--- src/rtl/trap_csr_pkg.sv ---
package trap_csr_pkg;

  typedef logic [1:0] priv_t;

  localparam priv_t PRIV_U = 2'b00;
  localparam priv_t PRIV_S = 2'b01;
  localparam priv_t PRIV_M = 2'b11;

  // status word bit positions
  localparam int ST_SIE  = 1;
  localparam int ST_MIE  = 3;
  localparam int ST_SPIE = 5;
  localparam int ST_MPIE = 7;
  localparam int ST_SPP  = 8;
  localparam int ST_MPP  = 11;

  // writable / visible masks (low 16 bits)
  localparam logic [15:0] MSK_STATUS  = 16'h19AA;
  localparam logic [15:0] MSK_SSTATUS = 16'h0122;
  localparam logic [15:0] MSK_MIE     = 16'h0AAA;
  localparam logic [15:0] MSK_SINT    = 16'h0222;
  localparam logic [15:0] MSK_SIP_WR  = 16'h0002;
  localparam logic [15:0] MSK_EDELEG  = 16'hF7FF;

  localparam logic [11:0] A_MSTATUS = 12'h300;
  localparam logic [11:0] A_MEDELEG = 12'h302;
  localparam logic [11:0] A_MIDELEG = 12'h303;
  localparam logic [11:0] A_MIE     = 12'h304;
  localparam logic [11:0] A_MTVEC   = 12'h305;
  localparam logic [11:0] A_MEPC    = 12'h341;
  localparam logic [11:0] A_MCAUSE  = 12'h342;
  localparam logic [11:0] A_MTVAL   = 12'h343;
  localparam logic [11:0] A_MIP     = 12'h344;
  localparam logic [11:0] A_SSTATUS = 12'h100;
  localparam logic [11:0] A_SIE     = 12'h104;
  localparam logic [11:0] A_STVEC   = 12'h105;
  localparam logic [11:0] A_SEPC    = 12'h141;
  localparam logic [11:0] A_SCAUSE  = 12'h142;
  localparam logic [11:0] A_STVAL   = 12'h143;
  localparam logic [11:0] A_SIP     = 12'h144;

  typedef enum logic [4:0] {
    SEL_NONE, SEL_MSTATUS, SEL_SSTATUS, SEL_MEDELEG, SEL_MIDELEG,
    SEL_MIE, SEL_SIE, SEL_MTVEC, SEL_STVEC, SEL_MEPC, SEL_SEPC,
    SEL_MCAUSE, SEL_SCAUSE, SEL_MTVAL, SEL_STVAL, SEL_MIP, SEL_SIP
  } csr_sel_e;

endpackage

--- src/rtl/csr_rst_sync.sv ---
module csr_rst_sync #(
  parameter int STAGES = 2
) (
  input  logic clk,
  input  logic arst_n,
  output logic srst_n
);
  logic [STAGES-1:0] chain_q;

  always_ff @(posedge clk or negedge arst_n) begin
    if (!arst_n) chain_q <= '0;
    else         chain_q <= {chain_q[STAGES-2:0], 1'b1};
  end

  assign srst_n = chain_q[STAGES-1];
endmodule

--- src/rtl/csr_access_guard.sv ---
module csr_access_guard
  import trap_csr_pkg::*;
(
  input  logic        acc_en,
  input  logic [11:0] acc_addr,
  input  priv_t       cur_priv,
  output csr_sel_e    acc_sel,
  output logic        acc_illegal
);
  always_comb begin
    unique case (acc_addr)
      A_MSTATUS: acc_sel = SEL_MSTATUS;
      A_MEDELEG: acc_sel = SEL_MEDELEG;
      A_MIDELEG: acc_sel = SEL_MIDELEG;
      A_MIE:     acc_sel = SEL_MIE;
      A_MTVEC:   acc_sel = SEL_MTVEC;
      A_MEPC:    acc_sel = SEL_MEPC;
      A_MCAUSE:  acc_sel = SEL_MCAUSE;
      A_MTVAL:   acc_sel = SEL_MTVAL;
      A_MIP:     acc_sel = SEL_MIP;
      A_SSTATUS: acc_sel = SEL_SSTATUS;
      A_SIE:     acc_sel = SEL_SIE;
      A_STVEC:   acc_sel = SEL_STVEC;
      A_SEPC:    acc_sel = SEL_SEPC;
      A_SCAUSE:  acc_sel = SEL_SCAUSE;
      A_STVAL:   acc_sel = SEL_STVAL;
      A_SIP:     acc_sel = SEL_SIP;
      default:   acc_sel = SEL_NONE;
    endcase
  end

  // address bits 9:8 carry the lowest privilege allowed to touch the register
  assign acc_illegal = acc_en && ((acc_sel == SEL_NONE) || (acc_addr[9:8] > cur_priv));
endmodule

--- src/rtl/csr_trap_router.sv ---
module csr_trap_router
  import trap_csr_pkg::*;
#(
  parameter int XLEN = 64
) (
  input  logic [XLEN-1:0] cause,
  input  priv_t           cur_priv,
  input  logic [XLEN-1:0] edeleg,
  input  logic [XLEN-1:0] m_vec,
  input  logic [XLEN-1:0] s_vec,
  output logic            to_super,
  output logic [XLEN-1:0] target
);
  localparam int CIDX = $clog2(XLEN);

  logic in_range;
  assign in_range = (cause[XLEN-1:CIDX] == '0);
  assign to_super = (cur_priv != PRIV_M) && in_range && edeleg[cause[CIDX-1:0]];
  assign target   = (to_super ? s_vec : m_vec) & ~{{(XLEN-2){1'b0}}, 2'b11};
endmodule

--- src/rtl/csr_status_next.sv ---
module csr_status_next
  import trap_csr_pkg::*;
#(
  parameter int XLEN = 64
) (
  input  logic [XLEN-1:0] st_q,
  input  priv_t           priv_q,
  input  logic            take_m,
  input  logic            take_s,
  input  logic            do_mret,
  input  logic            do_sret,
  input  logic            wr_en,
  input  logic [XLEN-1:0] wr_val,
  output logic [XLEN-1:0] st_d,
  output priv_t           priv_d
);
  always_comb begin
    st_d   = st_q;
    priv_d = priv_q;
    if (take_m) begin
      st_d[ST_MPIE]       = st_q[ST_MIE];
      st_d[ST_MIE]        = 1'b0;
      st_d[ST_MPP +: 2]   = priv_q;
      priv_d              = PRIV_M;
    end else if (take_s) begin
      st_d[ST_SPIE]       = st_q[ST_SIE];
      st_d[ST_SIE]        = 1'b0;
      st_d[ST_SPP]        = priv_q[0];
      priv_d              = PRIV_S;
    end else if (do_mret) begin
      st_d[ST_MIE]        = st_q[ST_MPIE];
      priv_d              = st_q[ST_MPP +: 2];
      st_d[ST_MPP +: 2]   = PRIV_U;
      st_d[ST_MPIE]       = 1'b1;
    end else if (do_sret) begin
      st_d[ST_SIE]        = st_q[ST_SPIE];
      priv_d              = {1'b0, st_q[ST_SPP]};
      st_d[ST_SPP]        = 1'b0;
      st_d[ST_SPIE]       = 1'b1;
    end else if (wr_en) begin
      st_d = wr_val;
      if (wr_val[ST_MPP +: 2] == 2'b10) st_d[ST_MPP +: 2] = st_q[ST_MPP +: 2];
    end
  end
endmodule

--- src/rtl/trap_csr_unit.sv ---
module trap_csr_unit
  import trap_csr_pkg::*;
#(
  parameter int XLEN = 64
) (
  input  logic            clk,
  input  logic            rst_n,
  input  logic            csr_en,
  input  logic            csr_we,
  input  logic [11:0]     csr_addr,
  input  logic [XLEN-1:0] csr_wdata,
  output logic [XLEN-1:0] csr_rdata,
  output logic            csr_illegal,
  input  logic            trap_req,
  input  logic [XLEN-1:0] trap_cause,
  input  logic [XLEN-1:0] trap_pc,
  input  logic [XLEN-1:0] trap_val,
  input  logic            mret_pulse,
  input  logic            sret_pulse,
  output logic [XLEN-1:0] trap_target,
  output logic [XLEN-1:0] ret_pc,
  output logic [1:0]      priv_out
);
  localparam logic [XLEN-1:0] M_STATUS  = {{(XLEN-16){1'b0}}, MSK_STATUS};
  localparam logic [XLEN-1:0] M_SSTATUS = {{(XLEN-16){1'b0}}, MSK_SSTATUS};
  localparam logic [XLEN-1:0] M_MIE     = {{(XLEN-16){1'b0}}, MSK_MIE};
  localparam logic [XLEN-1:0] M_SINT    = {{(XLEN-16){1'b0}}, MSK_SINT};
  localparam logic [XLEN-1:0] M_SIPWR   = {{(XLEN-16){1'b0}}, MSK_SIP_WR};
  localparam logic [XLEN-1:0] M_EDELEG  = {{(XLEN-16){1'b0}}, MSK_EDELEG};

  logic srst_n;
  csr_rst_sync #(.STAGES(2)) rsync_i (.clk(clk), .arst_n(rst_n), .srst_n(srst_n));

  priv_t           priv_q, priv_d;
  logic [XLEN-1:0] mstatus_q, mstatus_d;
  logic [XLEN-1:0] medeleg_q, medeleg_d, mideleg_q, mideleg_d;
  logic [XLEN-1:0] mie_q, mie_d, mip_q, mip_d;
  logic [XLEN-1:0] mtvec_q, mtvec_d, stvec_q, stvec_d;
  logic [XLEN-1:0] mepc_q, mepc_d, sepc_q, sepc_d;
  logic [XLEN-1:0] mcause_q, mcause_d, scause_q, scause_d;
  logic [XLEN-1:0] mtval_q, mtval_d, stval_q, stval_d;

  csr_sel_e sel;
  logic     trap_to_s;

  csr_access_guard guard_i (
    .acc_en(csr_en), .acc_addr(csr_addr), .cur_priv(priv_q),
    .acc_sel(sel), .acc_illegal(csr_illegal)
  );

  csr_trap_router #(.XLEN(XLEN)) router_i (
    .cause(trap_cause), .cur_priv(priv_q), .edeleg(medeleg_q),
    .m_vec(mtvec_q), .s_vec(stvec_q), .to_super(trap_to_s), .target(trap_target)
  );

  // event arbitration: trap > mret > sret > csr write
  logic take_m, take_s, do_mret, do_sret, do_wr, state_en;
  assign take_m   = trap_req && !trap_to_s;
  assign take_s   = trap_req &&  trap_to_s;
  assign do_mret  = mret_pulse && !trap_req;
  assign do_sret  = sret_pulse && !mret_pulse && !trap_req;
  assign do_wr    = csr_en && csr_we && !csr_illegal && !trap_req && !mret_pulse && !sret_pulse;
  assign state_en = trap_req || do_mret || do_sret || do_wr;

  function automatic logic [XLEN-1:0] merge(input logic [XLEN-1:0] old_v,
                                            input logic [XLEN-1:0] new_v,
                                            input logic [XLEN-1:0] msk);
    return (old_v & ~msk) | (new_v & msk);
  endfunction

  logic            st_wr;
  logic [XLEN-1:0] st_wval;
  assign st_wr   = do_wr && ((sel == SEL_MSTATUS) || (sel == SEL_SSTATUS));
  assign st_wval = (sel == SEL_SSTATUS) ? merge(mstatus_q, csr_wdata, M_SSTATUS)
                                        : merge(mstatus_q, csr_wdata, M_STATUS);

  csr_status_next #(.XLEN(XLEN)) stnext_i (
    .st_q(mstatus_q), .priv_q(priv_q), .take_m(take_m), .take_s(take_s),
    .do_mret(do_mret), .do_sret(do_sret), .wr_en(st_wr), .wr_val(st_wval),
    .st_d(mstatus_d), .priv_d(priv_d)
  );

  // next state of the plain registers
  always_comb begin
    medeleg_d = medeleg_q;  mideleg_d = mideleg_q;
    mie_d     = mie_q;      mip_d     = mip_q;
    mtvec_d   = mtvec_q;    stvec_d   = stvec_q;
    mepc_d    = mepc_q;     sepc_d    = sepc_q;
    mcause_d  = mcause_q;   scause_d  = scause_q;
    mtval_d   = mtval_q;    stval_d   = stval_q;
    if (take_m) begin
      mepc_d = trap_pc;  mcause_d = trap_cause;  mtval_d = trap_val;
    end
    if (take_s) begin
      sepc_d = trap_pc;  scause_d = trap_cause;  stval_d = trap_val;
    end
    if (do_wr) begin
      unique case (sel)
        SEL_MEDELEG: medeleg_d = csr_wdata & M_EDELEG;
        SEL_MIDELEG: mideleg_d = csr_wdata & M_SINT;
        SEL_MIE:     mie_d     = csr_wdata & M_MIE;
        SEL_SIE:     mie_d     = merge(mie_q, csr_wdata, M_SINT);
        SEL_MIP:     mip_d     = csr_wdata & M_SINT;
        SEL_SIP:     mip_d     = merge(mip_q, csr_wdata, M_SIPWR);
        SEL_MTVEC:   mtvec_d   = csr_wdata;
        SEL_STVEC:   stvec_d   = csr_wdata;
        SEL_MEPC:    mepc_d    = csr_wdata;
        SEL_SEPC:    sepc_d    = csr_wdata;
        SEL_MCAUSE:  mcause_d  = csr_wdata;
        SEL_SCAUSE:  scause_d  = csr_wdata;
        SEL_MTVAL:   mtval_d   = csr_wdata;
        SEL_STVAL:   stval_d   = csr_wdata;
        default: ;
      endcase
    end
  end

  always_ff @(posedge clk or negedge srst_n) begin
    if (!srst_n) begin
      priv_q   <= PRIV_M;
      mstatus_q <= '0;  medeleg_q <= '0;  mideleg_q <= '0;
      mie_q    <= '0;   mip_q    <= '0;
      mtvec_q  <= '0;   stvec_q  <= '0;
      mepc_q   <= '0;   sepc_q   <= '0;
      mcause_q <= '0;   scause_q <= '0;
      mtval_q  <= '0;   stval_q  <= '0;
    end else if (state_en) begin
      priv_q   <= priv_d;
      mstatus_q <= mstatus_d;  medeleg_q <= medeleg_d;  mideleg_q <= mideleg_d;
      mie_q    <= mie_d;    mip_q    <= mip_d;
      mtvec_q  <= mtvec_d;  stvec_q  <= stvec_d;
      mepc_q   <= mepc_d;   sepc_q   <= sepc_d;
      mcause_q <= mcause_d; scause_q <= scause_d;
      mtval_q  <= mtval_d;  stval_q  <= stval_d;
    end
  end

  // read view
  always_comb begin
    unique case (sel)
      SEL_MSTATUS: csr_rdata = mstatus_q;
      SEL_SSTATUS: csr_rdata = mstatus_q & M_SSTATUS;
      SEL_MEDELEG: csr_rdata = medeleg_q;
      SEL_MIDELEG: csr_rdata = mideleg_q;
      SEL_MIE:     csr_rdata = mie_q;
      SEL_SIE:     csr_rdata = mie_q & M_SINT;
      SEL_MIP:     csr_rdata = mip_q;
      SEL_SIP:     csr_rdata = mip_q & M_SINT;
      SEL_MTVEC:   csr_rdata = mtvec_q;
      SEL_STVEC:   csr_rdata = stvec_q;
      SEL_MEPC:    csr_rdata = mepc_q;
      SEL_SEPC:    csr_rdata = sepc_q;
      SEL_MCAUSE:  csr_rdata = mcause_q;
      SEL_SCAUSE:  csr_rdata = scause_q;
      SEL_MTVAL:   csr_rdata = mtval_q;
      SEL_STVAL:   csr_rdata = stval_q;
      default:     csr_rdata = '0;
    endcase
  end

  assign ret_pc   = (sret_pulse && !mret_pulse) ? sepc_q : mepc_q;
  assign priv_out = priv_q;


  priv_encoding_chk: assert property (@(posedge clk) disable iff (!srst_n)
    priv_q != 2'b10);


  illegal_no_effect_chk: assert property (@(posedge clk) disable iff (!srst_n)
    (csr_en && csr_illegal && !trap_req && !mret_pulse && !sret_pulse)
    |=> ($stable(mstatus_q) && $stable(priv_q) && $stable(mtvec_q) && $stable(sepc_q)));


  mtrap_entry_chk: assert property (@(posedge clk) disable iff (!srst_n)
    (trap_req && priv_q == PRIV_M)
    |=> (priv_q == PRIV_M && mepc_q == $past(trap_pc) && !mstatus_q[ST_MIE]));


  strap_entry_chk: assert property (@(posedge clk) disable iff (!srst_n)
    (trap_req && trap_to_s)
    |=> (priv_q == PRIV_S && sepc_q == $past(trap_pc) && !mstatus_q[ST_SIE]));


  mret_stack_chk: assert property (@(posedge clk) disable iff (!srst_n)
    (mret_pulse && !trap_req)
    |=> (priv_q == $past(mstatus_q[ST_MPP +: 2]) && mstatus_q[ST_MPP +: 2] == PRIV_U
         && mstatus_q[ST_MPIE]));


  sret_stack_chk: assert property (@(posedge clk) disable iff (!srst_n)
    (sret_pulse && !mret_pulse && !trap_req)
    |=> (priv_q == {1'b0, $past(mstatus_q[ST_SPP])} && !mstatus_q[ST_SPP]
         && mstatus_q[ST_SPIE]));

endmodule

--- config.mk ---
export PLATFORM = sky130hd
export DESIGN_NAME = trap_csr_unit
export DESIGN_NICKNAME = d
export VERILOG_FILES = /design/src/rtl/trap_csr_pkg.sv /design/src/rtl/csr_rst_sync.sv /design/src/rtl/csr_access_guard.sv /design/src/rtl/csr_trap_router.sv /design/src/rtl/csr_status_next.sv /design/src/rtl/trap_csr_unit.sv
export SDC_FILE = /design/constraint.sdc
export NUM_CORES = 1
export LEC_CHECK = 0
export CORE_MARGIN = 1.5
export CORE_UTILIZATION = 42
export DETAILED_ROUTE_END_ITERATION = 7
export DONT_BUFFER_PORTS = 1
export GPL_TIMING_DRIVEN = 0
export SLEW_MARGIN = 20
export SYNTH_ARGS = -nofsm -noshare
export SYNTH_HDL_FRONTEND = slang
export SYNTH_SLANG_ARGS = --single-unit
--- constraint.sdc ---
create_clock -name clk -period 18.8 [get_ports clk]
set_input_delay 3.76 -clock clk [delete_from_list [all_inputs] [get_ports clk]]
set_output_delay 3.76 -clock clk [all_outputs]
set_load 0.01 [all_outputs]
==> results.json <==
{
  "outcome": "finished, final reports clean",
  "worstMarginPinSlew_ns": 1.28,
  "worstPathMaxFanout": 10,
  "end_kind": "primary output",
  "synthDistinctLibCells": 71,
  "cp.arrival_ns": 7.89,
  "cp.required_ns": 15.04,
  "initial_core_util": 0.425,
  "ys_warn_count": 0,
  "syn_area_per_cell_um2": 10.5,
  "wl_per_cell_um": 32.8,
  "ctsHtreeMaxLevel": 2,
  "dieArea_um2": 71100,
  "hp-class": "register to asynchronous set/reset pin",
  "ctsRootBufferMaster": "clkbuf_16",
  "overflow": 0,
  "post-route-period-util": 0.620,
  "critPathLaunchType": "input port",
  "postCtsSetupBuffers": 0,
  "yosysTopAreaCellShare": 0.470,
  "gp_congestion": 0.918,
  "grt_pass1_vias": 24800,
  "core-area_um2": 68700,
  "min_period_ns": 11.65,
  "rsz0062_at_grt": "no",
  "finalHoldViolations": 0,
  "ir_drop_mv": 0.0661,
  "drc_errors": 0,
  "ys.flop_type": "dfrtp_1",
  "grt_usage": 0.346,
  "p_per_area_nw_per_um2": 79.9,
  "slew_headroom": 0.147,
  "postCtsHoldBufs": 0,
  "rr_worst_depth": 8,
  "yosys-top-cells-area": "dfrtp_1 (47%), mux2i_1 (11%), mux2_2 (7.1%)",
  "cts_max_path_buffers": 3,
  "vias": 24700,
  "drt_pre_antenna_iters": 8,
  "ys_ff_latch": 550,
  "layoutNonFillerInstCount": 3830,
  "antenna_found_initial": 11,
  "syn_inst": 2779,
  "syn_area_um2": 29200,
  "drive_gt1_frac": 0.173,
  "setup_viol": 0,
  "routed_wirelength_um": 126000,
  "top_level_ports": 470,
  "drv_cap": 0,
  "synth_top_area_cell": "dfrtp_1",
  "dp_hpwl_um": 92600,
  "slew_violations": 0,
  "cts_tree": "built",
  "grt_pass1_wl_um": 178000,
  "place_inst": 3725,
  "critPathKind": "input port to primary output",
  "die_w_um": 267,
  "rows": 96,
  "fin_setup_tns_ns": 0,
  "die_height_um": 267,
  "postRouteAntennaNets": 0,
  "synth-edff-count": 0,
  "nets": 3133,
  "layout_common_cells": "dfrtp_1 (547), nand2_1 (413), mux2i_1 (330)",
  "fin_worst_skew_ns": 0.0186,
  "clock-sinks": 550,
  "clk_latency_ns": 0.64,
  "async_reset_ff_frac": 1.00,
  "clock.fmax_ghz": 0.0858,
  "numCtsBuffers": 60,
  "syn_to_final_growth_pct": 11.8,
  "cts.repair.resized": 0,
  "port_buffers": 0,
  "mostFrequentLayoutCell": "dfrtp_1",
  "vias_per_cell": 6.44,
  "clk_pin_slew_ns": 0.06,
  "grt_max_degree": 58,
  "ys_seq_area_frac": 0.471,
  "first_iter_violations": 2616,
  "leakage_nw": 15.0,
  "holdWs_ns": 0.252
}
## Yosys cell counts (7+ instances only)
library cell,instances
a221oi_1,8
nand3_1,18
mux2_4,90
nor2_1,76
mux2i_1,330
nor3_1,10
dfrtp_1,548
nand4_1,66
and2_1,9
mux2_2,185
o21ai_1,15
buf_6,14
o21ai_0,319
a22oi_1,230
nor4_1,19
and3_1,7
buf_2,63
inv_1,7
a21oi_1,76
buf_4,16
nand2_1,413
a222oi_1,20
nand2b_1,7
mux2_1,9
clkbuf_1,141
## layer usage
layer / routed length (um) / track usage
met1: 47300 / 0.422
met2: 56400 / 0.530
met3: 13600 / 0.119
met4: 8170 / 0.203
met5: 60 / 0
## power breakdown
part           switching [mW]  internal, mW  total (mW)
logic                  0.0999        0.0666       0.166
registers              0.0334          1.23        1.26
clock network           0.503         0.676        1.18
total                   0.636          1.97        2.61
## stage by stage
stage	worst slack, ns	power, mW	instance area (um^2)	util
after CTS	7.25	2.61	32600	0.475
final	7.15	2.61	32600	0.475
after detailed placement	7.27	1.45	30700	0.447
after floorplan	2.34	1.39	29200	-
after global placement	-3.96	1.43	30400	0.442
after global routing	7.13	2.68	32600	0.475
## worst max-delay path, stage by stage
cell	delay [ns]
buf_2	0.16
or4_1	0.40
buf_2	0.20
nor2_1	0.36
nand3_1	0.34
nor2_1	0.92
clkbuf_1	0.82
a22oi_1	0.36
nand3_1	0.23
a21oi_1	0.12
nand2_1	0.21
## kinds of logic (layout without fill, tap and decap cells)
group                      Yosys count  count (layout)  share of synthesized area
AOI/OAI and AO/OA                  702             702                      0.149
xor gates and xnor gates             2               2                   0.000600
adders and majority gates            2               2                   0.000857
buffers and inverters              248             360                     0.0402
DFF                                550             550                      0.471
muxes                              617             617                      0.237
other                                2              10                   0.000257
and+or+nand+nor                    656             656                      0.101
## state kept, by name, summed over array words and instances, names as in the netlist, 3 cells and up
register / count
scause_q: 64
mtvec_q: 64
mstatus_q: 7
sepc_q: 64
mip_q: 3
mideleg_q: 3
mtval_q: 64
mcause_q: 64
medeleg_q: 15
stvec_q: 64
mepc_q: 64
stval_q: 64
mie_q: 6
## final cells by class
class	count	area [um^2]
clock inverters	6	82.6
inverters	8	30.0
diodes	7	17.5
flip-flops and latches	550	13800
plain buffers	240	1170
multi-input cells	1982	14300
repair buffers	14	329
fillers	6483	36100
clock buffers	92	1800
well taps	931	1160
## worst paths after layout
kind	to	from	slack (ns)
setup / recovery	csr_rdata[3]	csr_addr[6]	7.15
hold / removal	sepc_q[25]	rsync_i.chain_q[1]	0.25
setup reg to reg	sepc_q[55]	priv_out[0]	15.02
hold reg to reg	sepc_q[25]	rsync_i.chain_q[1]	0.25
max in group asynchronous	rsync_i.chain_q[1]	rst_n	15.90
min in group clk	rsync_i.chain_q[1]	rsync_i.chain_q[0]	0.35
No activity file was read; power rests on OpenSTA's default activity.
